--- config.mk ---
export PLATFORM = sky130hd
export DESIGN_NAME = dma_tcb_addrgen
export DESIGN_NICKNAME = d
export VERILOG_FILES = /design/src/rtl/dma_tcb_pkg.sv /design/src/rtl/dma_tcb_validate.sv /design/src/rtl/dma_addr_seq.sv /design/src/rtl/dma_tcb_addrgen.sv
export SDC_FILE = /design/constraint.sdc
export NUM_CORES = 1
export LEC_CHECK = 0
export BUFFER_PORTS_ARGS = -buffer_cell sky130_fd_sc_hd__buf_4
export CORE_MARGIN = 2
export CORE_UTILIZATION = 53
export CTS_CLUSTER_SIZE = 12
export DETAILED_ROUTE_END_ITERATION = 10
export PLACE_DENSITY = 0.79
export SLEW_MARGIN = 10
export SYNTH_ARGS = -nofsm -noshare
export SYNTH_HDL_FRONTEND = slang
export SYNTH_SLANG_ARGS = --single-unit
export TNS_END_PERCENT = 5
--- constraint.sdc ---
create_clock -name clk -period 14.8 [get_ports clk]
set_clock_uncertainty 0.05 [all_clocks]
set_input_delay 2.96 -clock clk [delete_from_list [all_inputs] [get_ports clk]]
set_output_delay 2.96 -clock clk [all_outputs]
set_load 0.005 [all_outputs]
--- src/rtl/dma_tcb_pkg.sv ---
package dma_tcb_pkg;

    localparam int ADDR_W = 32;
    localparam int CNT_W  = 16;
    localparam int CHAIN_W = 29;

    typedef enum logic [1:0] {
        OP_NORMAL = 2'd0,
        OP_LONG   = 2'd1,
        OP_QUAD   = 2'd2,
        OP_BAD    = 2'd3
    } op_len_e;

    typedef struct packed {
        logic [CHAIN_W-1:0] chain;
        logic               two_d;
        op_len_e            op;
    } ctrl_word_t;

    typedef struct packed {
        ctrl_word_t        ctrl;
        logic [CNT_W-1:0]  ycnt;
        logic [CNT_W-1:0]  ymod;
        logic [CNT_W-1:0]  xcnt;
        logic [CNT_W-1:0]  xmod;
        logic [ADDR_W-1:0] index;
    } tcb_t;

    // Low-bit mask that must be clear for an aligned value.
    function automatic logic [1:0] op_mask(op_len_e op);
        case (op)
            OP_NORMAL: return 2'b00;
            OP_LONG:   return 2'b01;
            default:   return 2'b11;
        endcase
    endfunction

    // Number of normal words in one operand.
    function automatic logic [CNT_W-1:0] op_words(op_len_e op);
        case (op)
            OP_NORMAL: return CNT_W'(1);
            OP_LONG:   return CNT_W'(2);
            default:   return CNT_W'(4);
        endcase
    endfunction

    function automatic logic [ADDR_W-1:0] sext_mod(logic [CNT_W-1:0] m);
        return {{(ADDR_W-CNT_W){m[CNT_W-1]}}, m};
    endfunction

endpackage

--- src/rtl/dma_tcb_validate.sv ---
module dma_tcb_validate
    import dma_tcb_pkg::*;
(
    input  tcb_t tcb,
    output logic legal
);
    logic [1:0] mask;
    logic       bad_op, bad_idx, bad_xmod, bad_xcnt, bad_y;

    always_comb begin
        mask     = op_mask(tcb.ctrl.op);

        bad_op   = (tcb.ctrl.op == OP_BAD);

        bad_idx  = |(tcb.index[1:0] & mask);

        bad_xmod = |(tcb.xmod[1:0] & mask);

        bad_xcnt = (tcb.xcnt == '0) || (|(tcb.xcnt[1:0] & mask));

        bad_y    = tcb.ctrl.two_d &&
                   ((tcb.ycnt == '0) || (|(tcb.ymod[1:0] & mask)));
        legal    = !(bad_op || bad_idx || bad_xmod || bad_xcnt || bad_y);
    end
endmodule

--- src/rtl/dma_addr_seq.sv ---
module dma_addr_seq
    import dma_tcb_pkg::*;
(
    input  logic              clk,
    input  logic              rst,
    input  logic              load,
    input  tcb_t              tcb,
    input  logic              legal,
    input  logic              ready,
    output logic [ADDR_W-1:0] addr,
    output op_len_e           op,
    output logic              valid,
    output logic              done,
    output logic              err,
    output logic [ADDR_W-1:0] chain
);
    logic [CNT_W-1:0] xrem, yrem, xcnt_r, xmod_r, ymod_r;
    logic [CNT_W-1:0] step;
    logic             row_end, last_row;

    always_comb begin
        step     = op_words(op);
        row_end  = (xrem == step);
        last_row = (yrem == CNT_W'(1));
    end

    always_ff @(posedge clk) begin
        if (rst) begin
            valid  <= 1'b0;
            done   <= 1'b0;
            err    <= 1'b0;
            addr   <= '0;
            op     <= OP_NORMAL;
            xrem   <= '0;
            yrem   <= '0;
            xcnt_r <= '0;
            xmod_r <= '0;
            ymod_r <= '0;
            chain  <= '0;
        end else if (load) begin
            valid  <= legal;
            err    <= !legal;
            done   <= 1'b0;
            addr   <= tcb.index;
            op     <= tcb.ctrl.op;
            xrem   <= tcb.xcnt;
            yrem   <= tcb.ctrl.two_d ? tcb.ycnt : CNT_W'(1);
            xcnt_r <= tcb.xcnt;
            xmod_r <= tcb.xmod;
            ymod_r <= tcb.ymod;
            chain  <= tcb.ctrl;
        end else if (valid && ready) begin
            if (row_end) begin
                if (last_row) begin
                    valid <= 1'b0;
                    done  <= 1'b1;
                end else begin
                    addr <= addr + sext_mod(ymod_r);
                    xrem <= xcnt_r;
                    yrem <= yrem - CNT_W'(1);
                end
            end else begin
                addr <= addr + sext_mod(xmod_r);
                xrem <= xrem - step;
            end
        end
    end


    stall_hold_chk: assert property (@(posedge clk) disable iff (rst)
        (valid && !ready && !load) |=> (valid && $stable(addr)));


    done_excl_chk: assert property (@(posedge clk) disable iff (rst)
        done |-> !valid);


    done_after_beat_chk: assert property (@(posedge clk) disable iff (rst)
        $rose(done) |-> $past(valid && ready && !load));


    err_blocks_chk: assert property (@(posedge clk) disable iff (rst)
        err |-> !valid);
endmodule

--- src/rtl/dma_tcb_addrgen.sv ---
module dma_tcb_addrgen
    import dma_tcb_pkg::*;
(
    input  logic              clk,
    input  logic              rst,
    input  logic              load_i,
    input  logic [127:0]      tcb_i,
    input  logic              ready_i,
    output logic [ADDR_W-1:0] addr_o,
    output logic [1:0]        size_o,
    output logic              valid_o,
    output logic              done_o,
    output logic              err_o,
    output logic [ADDR_W-1:0] chain_o
);
    tcb_t    tcb;
    logic    legal;
    op_len_e op;

    assign tcb    = tcb_t'(tcb_i);
    assign size_o = op;

    dma_tcb_validate i_validate (
        .tcb   (tcb),
        .legal (legal)
    );

    dma_addr_seq i_seq (
        .clk   (clk),
        .rst   (rst),
        .load  (load_i),
        .tcb   (tcb),
        .legal (legal),
        .ready (ready_i),
        .addr  (addr_o),
        .op    (op),
        .valid (valid_o),
        .done  (done_o),
        .err   (err_o),
        .chain (chain_o)
    );


    addr_align_chk: assert property (@(posedge clk) disable iff (rst)
        valid_o |-> ((addr_o[1:0] & op_mask(op_len_e'(size_o))) == 2'b00));


    size_legal_chk: assert property (@(posedge clk) disable iff (rst)
        valid_o |-> (size_o != 2'd3));
endmodule

==> results of run 1 <==
## worst min path at each step
stage / end / slack [ps] / start / cells after the start
finish: i_seq.xcnt_r[10]$_SDFFE_PP0P_ / 410 / i_seq.xcnt_r[10]$_SDFFE_PP0P_ / 2
global route: i_seq.xcnt_r[9]$_SDFFE_PP0P_ / 430 / i_seq.xcnt_r[9]$_SDFFE_PP0P_ / 2
global placement: i_seq.xcnt_r[5]$_SDFFE_PP0P_ / 400 / i_seq.xcnt_r[5]$_SDFFE_PP0P_ / 2
CTS: i_seq.xcnt_r[10]$_SDFFE_PP0P_ / 420 / i_seq.xcnt_r[10]$_SDFFE_PP0P_ / 2
detailed placement: i_seq.xcnt_r[3]$_SDFFE_PP0P_ / 410 / i_seq.xcnt_r[3]$_SDFFE_PP0P_ / 2
floorplan: i_seq.xcnt_r[5]$_SDFFE_PP0P_ / 390 / i_seq.xcnt_r[5]$_SDFFE_PP0P_ / 2
## per-stage QoR
step | instance area (um^2) | utilization, % | instances
finish | 10500 | 68.55 | 1434
CTS | 10500 | 68.55 | 1434
detailed placement | 9887 | 64.56 | 1402
floorplan | 8357 | - | 1047
global route | 10500 | 68.55 | 1434
global placement | 9887 | 64.56 | 1402
## area by class of cell
cell class / count / area share (%)
sequential: 147 / 28.03
clock inverter: 15 / 1.776
inverter: 32 / 1.144
timing repair buffer: 207 / 14.84
multi-input combinational: 805 / 47.65
clock buffer: 17 / 4.052
tap: 211 / 2.515
## kinds of logic after synthesis
logic type | share of synthesized area (%)
fa+ha+maj | 6.169
compound gates | 20.69
flops | 35.21
simple gates | 20.71
xor+xnor | 3.563
buf+inv | 4.986
mux | 8.669
## layer usage
layer / wire length (um) / global-route usage [%] / up-vias
met1: 9927 / 35.14 / 3743
met3: 1816 / 7.638 / 36
met4: 425 / 8.159 / 0
li1: - / - / 4024
met5: 0 / 0 / -
met2: 10680 / 44.41 / 319
## cell usage in the layout (no fill, tap or decap), drive strengths merged, types with 9 or more instances in the layout
cell type  count
buf          207
nor2         152
dfxtp        147
nand2        143
a21oi        115
mux2i         69
inv           42
o21ai         38
ha            38
nor3          27
a21o          23
xnor2         20
clkbuf        17
a211oi        17
xor2          14
a31oi         10
nor4          10
or3           10
nand4          9
a221oi         9
## power by group through the flow
| stage | Sequential (mW) | Clock (mW) | Combinational (mW) |
|---|---|---|---|
| after floorplan | 0.443 | 0 | 0.126 |
| after global placement | 0.447 | 0 | 0.193 |
| after detailed placement | 0.447 | 0 | 0.196 |
| after CTS | 0.439 | 0.459 | 0.198 |
| after global routing | 0.442 | 0.475 | 0.221 |
| final | 0.439 | 0.452 | 0.198 |
## worst max-delay path, stage by stage (launching register included)
cell and delay (ps):
dfxtp_1 410, nor2_1 80, ha_1 300, nor4b_1 150
nand4_1 160, or3_1 430, buf_4 420, nand2_1 100
nand2_1 70, ha_1 190, inv_1 60, fa_1 380
nor2b_1 240, o2111ai_1 170, a211o_1 360, a21oi_1 210
or2_1 160, a31oi_1 150, or3_1 410, mux2_2 280
a2111oi_1 350
## registers in the layout, summed over array words and instances, names as in the netlist
register / count
i_seq.addr: 32
i_seq.yrem: 16
i_seq.xmod_r: 16
i_seq.done: 1
i_seq.valid: 1
i_seq.xrem: 16
i_seq.chain: 32
i_seq.err: 1
i_seq.ymod_r: 16
i_seq.xcnt_r: 16
==> results.toml, run 1 <==
[status]
status = "complete, no violations"

[synthesis]
synth_warnings = 0
synth_commonest_cells = "147 x dfxtp_1, 147 x nor2_1, 142 x nand2_1"
syn_inst = 1047
synth_cell_types = 67
synthesis.area_mm2 = 0.008357
yosys_register_bits = 147
synth.largest_area_cell = "dfxtp_1"
synth.net_count = 1219
synth_area_leaders = "dfxtp_1 35%, mux2i_1 8.3%, a21oi_1 6.9%"
synth.yosys.seq_area_share_pct = 35.21
synth.avg_cell_area_um2 = 7.982
async_flop_share_pct = 0
synth_top_cell_area_share_pct = 35.21
synth-edff-count = 0
synthFlopType = "dfxtp_1"

[power_and_ir_drop]
internal_power_mw = 0.7721
p_seq_share_pct = 40.3
net-switching-power_mw = 0.3176
clkPwrFrac_pct = 41.5
power_switching_share_pct = 29.15
power_mw = 1.090
leakagePower_nw = 4.850
ir_worst_vdd_mv = 0.08606
p_comb_share_pct = 18.2
power.density_mw_per_mm2 = 103.8

[floorplanning]
die_area_mm2 = 0.01679
fp.dieH_um = 129.6
io-pin-count = 201
coreArea_mm2 = 0.01531
initial_utilization_pct = 54.57
placement_rows = 45
die_w_um = 129.6

[detailed_routing]
vias = 8122
antenna_left = 0
first_pass_iters = 5
drt_first_iter_violations = 527
viasPerCell = 5.664
post_drt_wl_per_cell_um = 15.93
route.detailed.drc = 0
wl_mm = 22.85

[critical_path]
worstReg2RegEnd = "i_seq.addr[24]$_SDFFE_PP0P_"
cp_max_fo = 27
endpoint = "i_seq.addr[24]$_SDFFE_PP0P_"
critical_path_class = "register to register"
ff2ff_path_depth = 20
critPathRequiredTime_ps = 15070
worstReg2RegStart = "i_seq.chain[0]$_SDFFE_PP0P_"
worstPathArrival_ps = 5550
critPathLaunch = "i_seq.chain[0]$_SDFFE_PP0P_"
worst_setup_path_start_kind = "register"
crit_path_end_kind = "register"
rrSetupSlack_ps = 9520

[sta]
setup_viol = 0
slew_headroom_pct = 39.59
finalCritPeriodShare_pct = 35.67
finalCriticalPeriod_ps = 5278
rsz0062_at_grt = "false"
worst_pin_slew_ps = 906.2
whs_ps = 414.2
slew_viol_final = 0
tns_ps = 0
fmax_mhz = 189.4
hold_viol_final = 0
worst_slack_ps = 9522

[clock_tree]
clk_latency_ps = 430
hold_buffers = 0
cts_buffer_depth = 2
htree_levels = 4
path_clk_slew_ps = 70
numClockSinks = 147
clockRootBuffer = "clkbuf_16"
cts_tree = "built"
cts_inserted_buffers = 17
cts_setup_buffers = 0
ctsResizeCount = 0

[global_routing]
globalRouteOverflowTotal = 0
grt_usage_pct = 27.20
grt_max_degree = 96
grt_pass1_vias = 7521
grt_pass1_wl_mm = 36.67
antenna_found_initial = 0

[place]
gp_congestion = 0.9452
port_buffers = 200
pre_cts_ws_ps = 9650
hpwl_mm = 16.09

[worst_hold_path]
hp-class = "register to register"

[cells_and_area]
seq_area_mm2 = 0.002943
fillCellCount = 1342
drive_gt1_share_pct = 21.59
num_antenna_cells = 0
syn_to_final_growth_pct = 25.63
nets = 1382
multiInputGateArea_mm2 = 0.005002

[flow_run]
maxCapViolations = 0
Note: power is estimated with default switching activity, not from simulation.
==> inputs of run 2 (changes only) <==
--- a/config.mk
+++ b/config.mk
@@ -7,10 +7,10 @@
 export LEC_CHECK = 0
 export BUFFER_PORTS_ARGS = -buffer_cell sky130_fd_sc_hd__buf_4
 export CORE_MARGIN = 2
-export CORE_UTILIZATION = 53
+export CORE_UTILIZATION = 49
 export CTS_CLUSTER_SIZE = 12
 export DETAILED_ROUTE_END_ITERATION = 10
-export PLACE_DENSITY = 0.79
+export PLACE_DENSITY = 0.77
 export SLEW_MARGIN = 10
 export SYNTH_ARGS = -nofsm -noshare
 export SYNTH_HDL_FRONTEND = slang
==> constraint.sdc (replaced) <==
create_clock -name clk -period 4.3 [get_ports clk]
set_clock_uncertainty 0.05 [all_clocks]
set_input_delay 0.86 -clock clk [delete_from_list [all_inputs] [get_ports clk]]
set_output_delay 0.86 -clock clk [all_outputs]
set_load 0.005 [all_outputs]
==> results.toml, run 2 (synthesis gave the netlist of run 1 again) <==
[cells_and_area]
drive_gt1_share_pct = 29.65
final_common_cell = "buf_4"
final_cell_mix = "274 x buf_4, 146 x nor2_1, 144 x dfxtp_1"
nets = 1454
final_area_mm2 = 0.01148
reg_top3 = "i_seq.addr x32, i_seq.chain x32"
syn_to_final_growth_pct = 37.40
num_antenna_cells = 0
fin_cells = 1515

[place]
port_buffers = 200
gp_congestion = 0.9030
placed_area_mm2 = 0.01054
hpwl_mm = 17.16
pre_cts_ws_ps = -115.2
placed_cells = 1473

[detailed_routing]
post_drt_wl_per_cell_um = 16.38
route.detailed.drc = 0
routed.top_layer = "met4"
dr_wl_met3_mm = 1.691
met1_length_mm = 10.57
drt_first_iter_violations = 515
dr_wl_met2_mm = 12.19
viasPerCell = 5.580
first_pass_iters = 6
wl_mm = 24.82
antenna_left = 0
vias = 8454

[critical_path]
crit_path_end_kind = "register"
crit_top_cell = "nand2_1"
crit_chain = "nor2_2, ha_4, nor4b_4, nand4_1, buf_4, nor3_4, nand2_1, nand2_1, ha_2, inv_1, fa_2, nor2b_4, o2111ai_2, a211o_1, a21oi_2, or2_4, a31oi_4, or3_4, mux2_4, a2111oi_4"
worst_setup_path_start_kind = "register"
cpMaxStageDelayCell = "fa_2"
worstPathArrival_ps = 4660
cp_max_fo = 3
critPathMaxStageDelay_ps = 410
cp_num_buf_inv = 2
critical_path_class = "register to register"
path_delay_family = "simple AND/OR/NAND/NOR gates"
critPathRequiredTime_ps = 4570

[global_routing]
globalRouteOverflowTotal = 0
grt_pass1_vias = 8091
antenna_found_initial = 0
grt_max_degree = 121
grt_pass1_wl_mm = 39.16
grt_usage_pct = 26.57

[sta]
finalCritPeriodShare_pct = 101.9
worst_pin_slew_ps = 1068
hold_viol_final = 0
slew_headroom_pct = 28.66
setup_viol = 2
whs_ps = 416.6
worst_slack_ps = -82.98
finalCriticalPeriod_ps = 4383
rsz0062_at_grt = "true"
fmax_mhz = 228.2
slew_viol_final = 0

[floorplanning]
io-pin-count = 201
fp.dieH_um = 134.6
placement_rows = 47
die_w_um = 134.6
coreArea_mm2 = 0.01664
die_area_mm2 = 0.01812
initial_utilization_pct = 50.21

[clock_tree]
clk_latency_ps = 420
cts_tree = "built"
hold_buffers = 0
path_clk_slew_ps = 60
cts_buffer_depth = 2
htree_levels = 4
numClockSinks = 147
clockRootBuffer = "clkbuf_16"
cts_inserted_buffers = 17

[power_and_ir_drop]
power.density_mw_per_mm2 = 343.8
internal_power_mw = 2.858
clkPwrFrac_pct = 41.1
net-switching-power_mw = 1.089
p_comb_share_pct = 20.6
power_mw = 3.948
p_seq_share_pct = 38.4
power_switching_share_pct = 27.60
leakagePower_nw = 5.243
ir_worst_vdd_mv = 0.2862

[status]
violations = "setup timing"
status = "complete, but fails checks"

[worst_hold_path]
hp-class = "register to register"

[flow_run]
maxCapViolations = 0
-- run 2: cell count changes in the layout (fill, tap and decap cells not counted), moves of 6 or more --
cell	previous run	this run
buf_4	206	274
ha_1	38	21
ha_4	0	16
nand2_1	142	136
nand2_2	0	6
-- run 2: per-stage QoR --
step / TNS (ps) / util, %
floorplan: -215.6 / -
detailed placement: -369.7 / 63.30
finish: -104.0 / 68.99
global placement: -20.21 / 63.30
CTS: -4.512 / 68.09
global route: -1312 / 68.99
-- run 2: final cells by class --
class | instances | area, um^2
Clock buffer | 19 | 442.9
Timing Repair Buffer | 279 | 2131
Clock inverter | 13 | 197.7
Tap cell | 220 | 275.3
Inverter | 32 | 120.1
Fill cell | 1336 | 5160
Multi-Input combinational cell | 805 | 5369
Sequential cell | 147 | 2947
-- run 2: final timing paths --
kind / cells past startpoint / slack [ps] / from / end
worst max-delay path: 20 / -80 / i_seq.chain[0]$_SDFFE_PP0P_ / i_seq.addr[24]$_SDFFE_PP0P_
worst min-delay path: 2 / 420 / i_seq.xcnt_r[15]$_SDFFE_PP0P_ / i_seq.xcnt_r[15]$_SDFFE_PP0P_
worst max register to register: 20 / -80 / i_seq.chain[0]$_SDFFE_PP0P_ / i_seq.addr[24]$_SDFFE_PP0P_
worst min register to register: 2 / 420 / i_seq.xcnt_r[15]$_SDFFE_PP0P_ / i_seq.xcnt_r[15]$_SDFFE_PP0P_
-- run 2: tightest hold or removal path: stages (launching register included) --
cell,delay (ps)
dfxtp_1,310
nand2_1,60
a21oi_1,50
-- run 2: timing repair --
action,CTS,global route
resized for setup,16,25
pin swaps,9,15
setup endpoints to repair,6,12
buffers inserted,4,6
hold endpoints to repair,0,0
-- run 2: routing by layer --
metal / track usage [%] / vias to the layer above
li1: - / 4167
met1: 33.40 / 3977
met2: 45.55 / 281
met3: 5.706 / 29
met4: 8.480 / 0
met5: 0 / -
-- run 2: power groups by stage --
stage               registers, mW  clock network, mW  logic (mW)
global route                 1.52               1.70       0.891
floorplan                    1.53                  0       0.454
detailed placement           1.54                  0       0.761
CTS                          1.51               1.64       0.784
global placement             1.54                  0       0.745
finish                       1.51               1.62       0.811
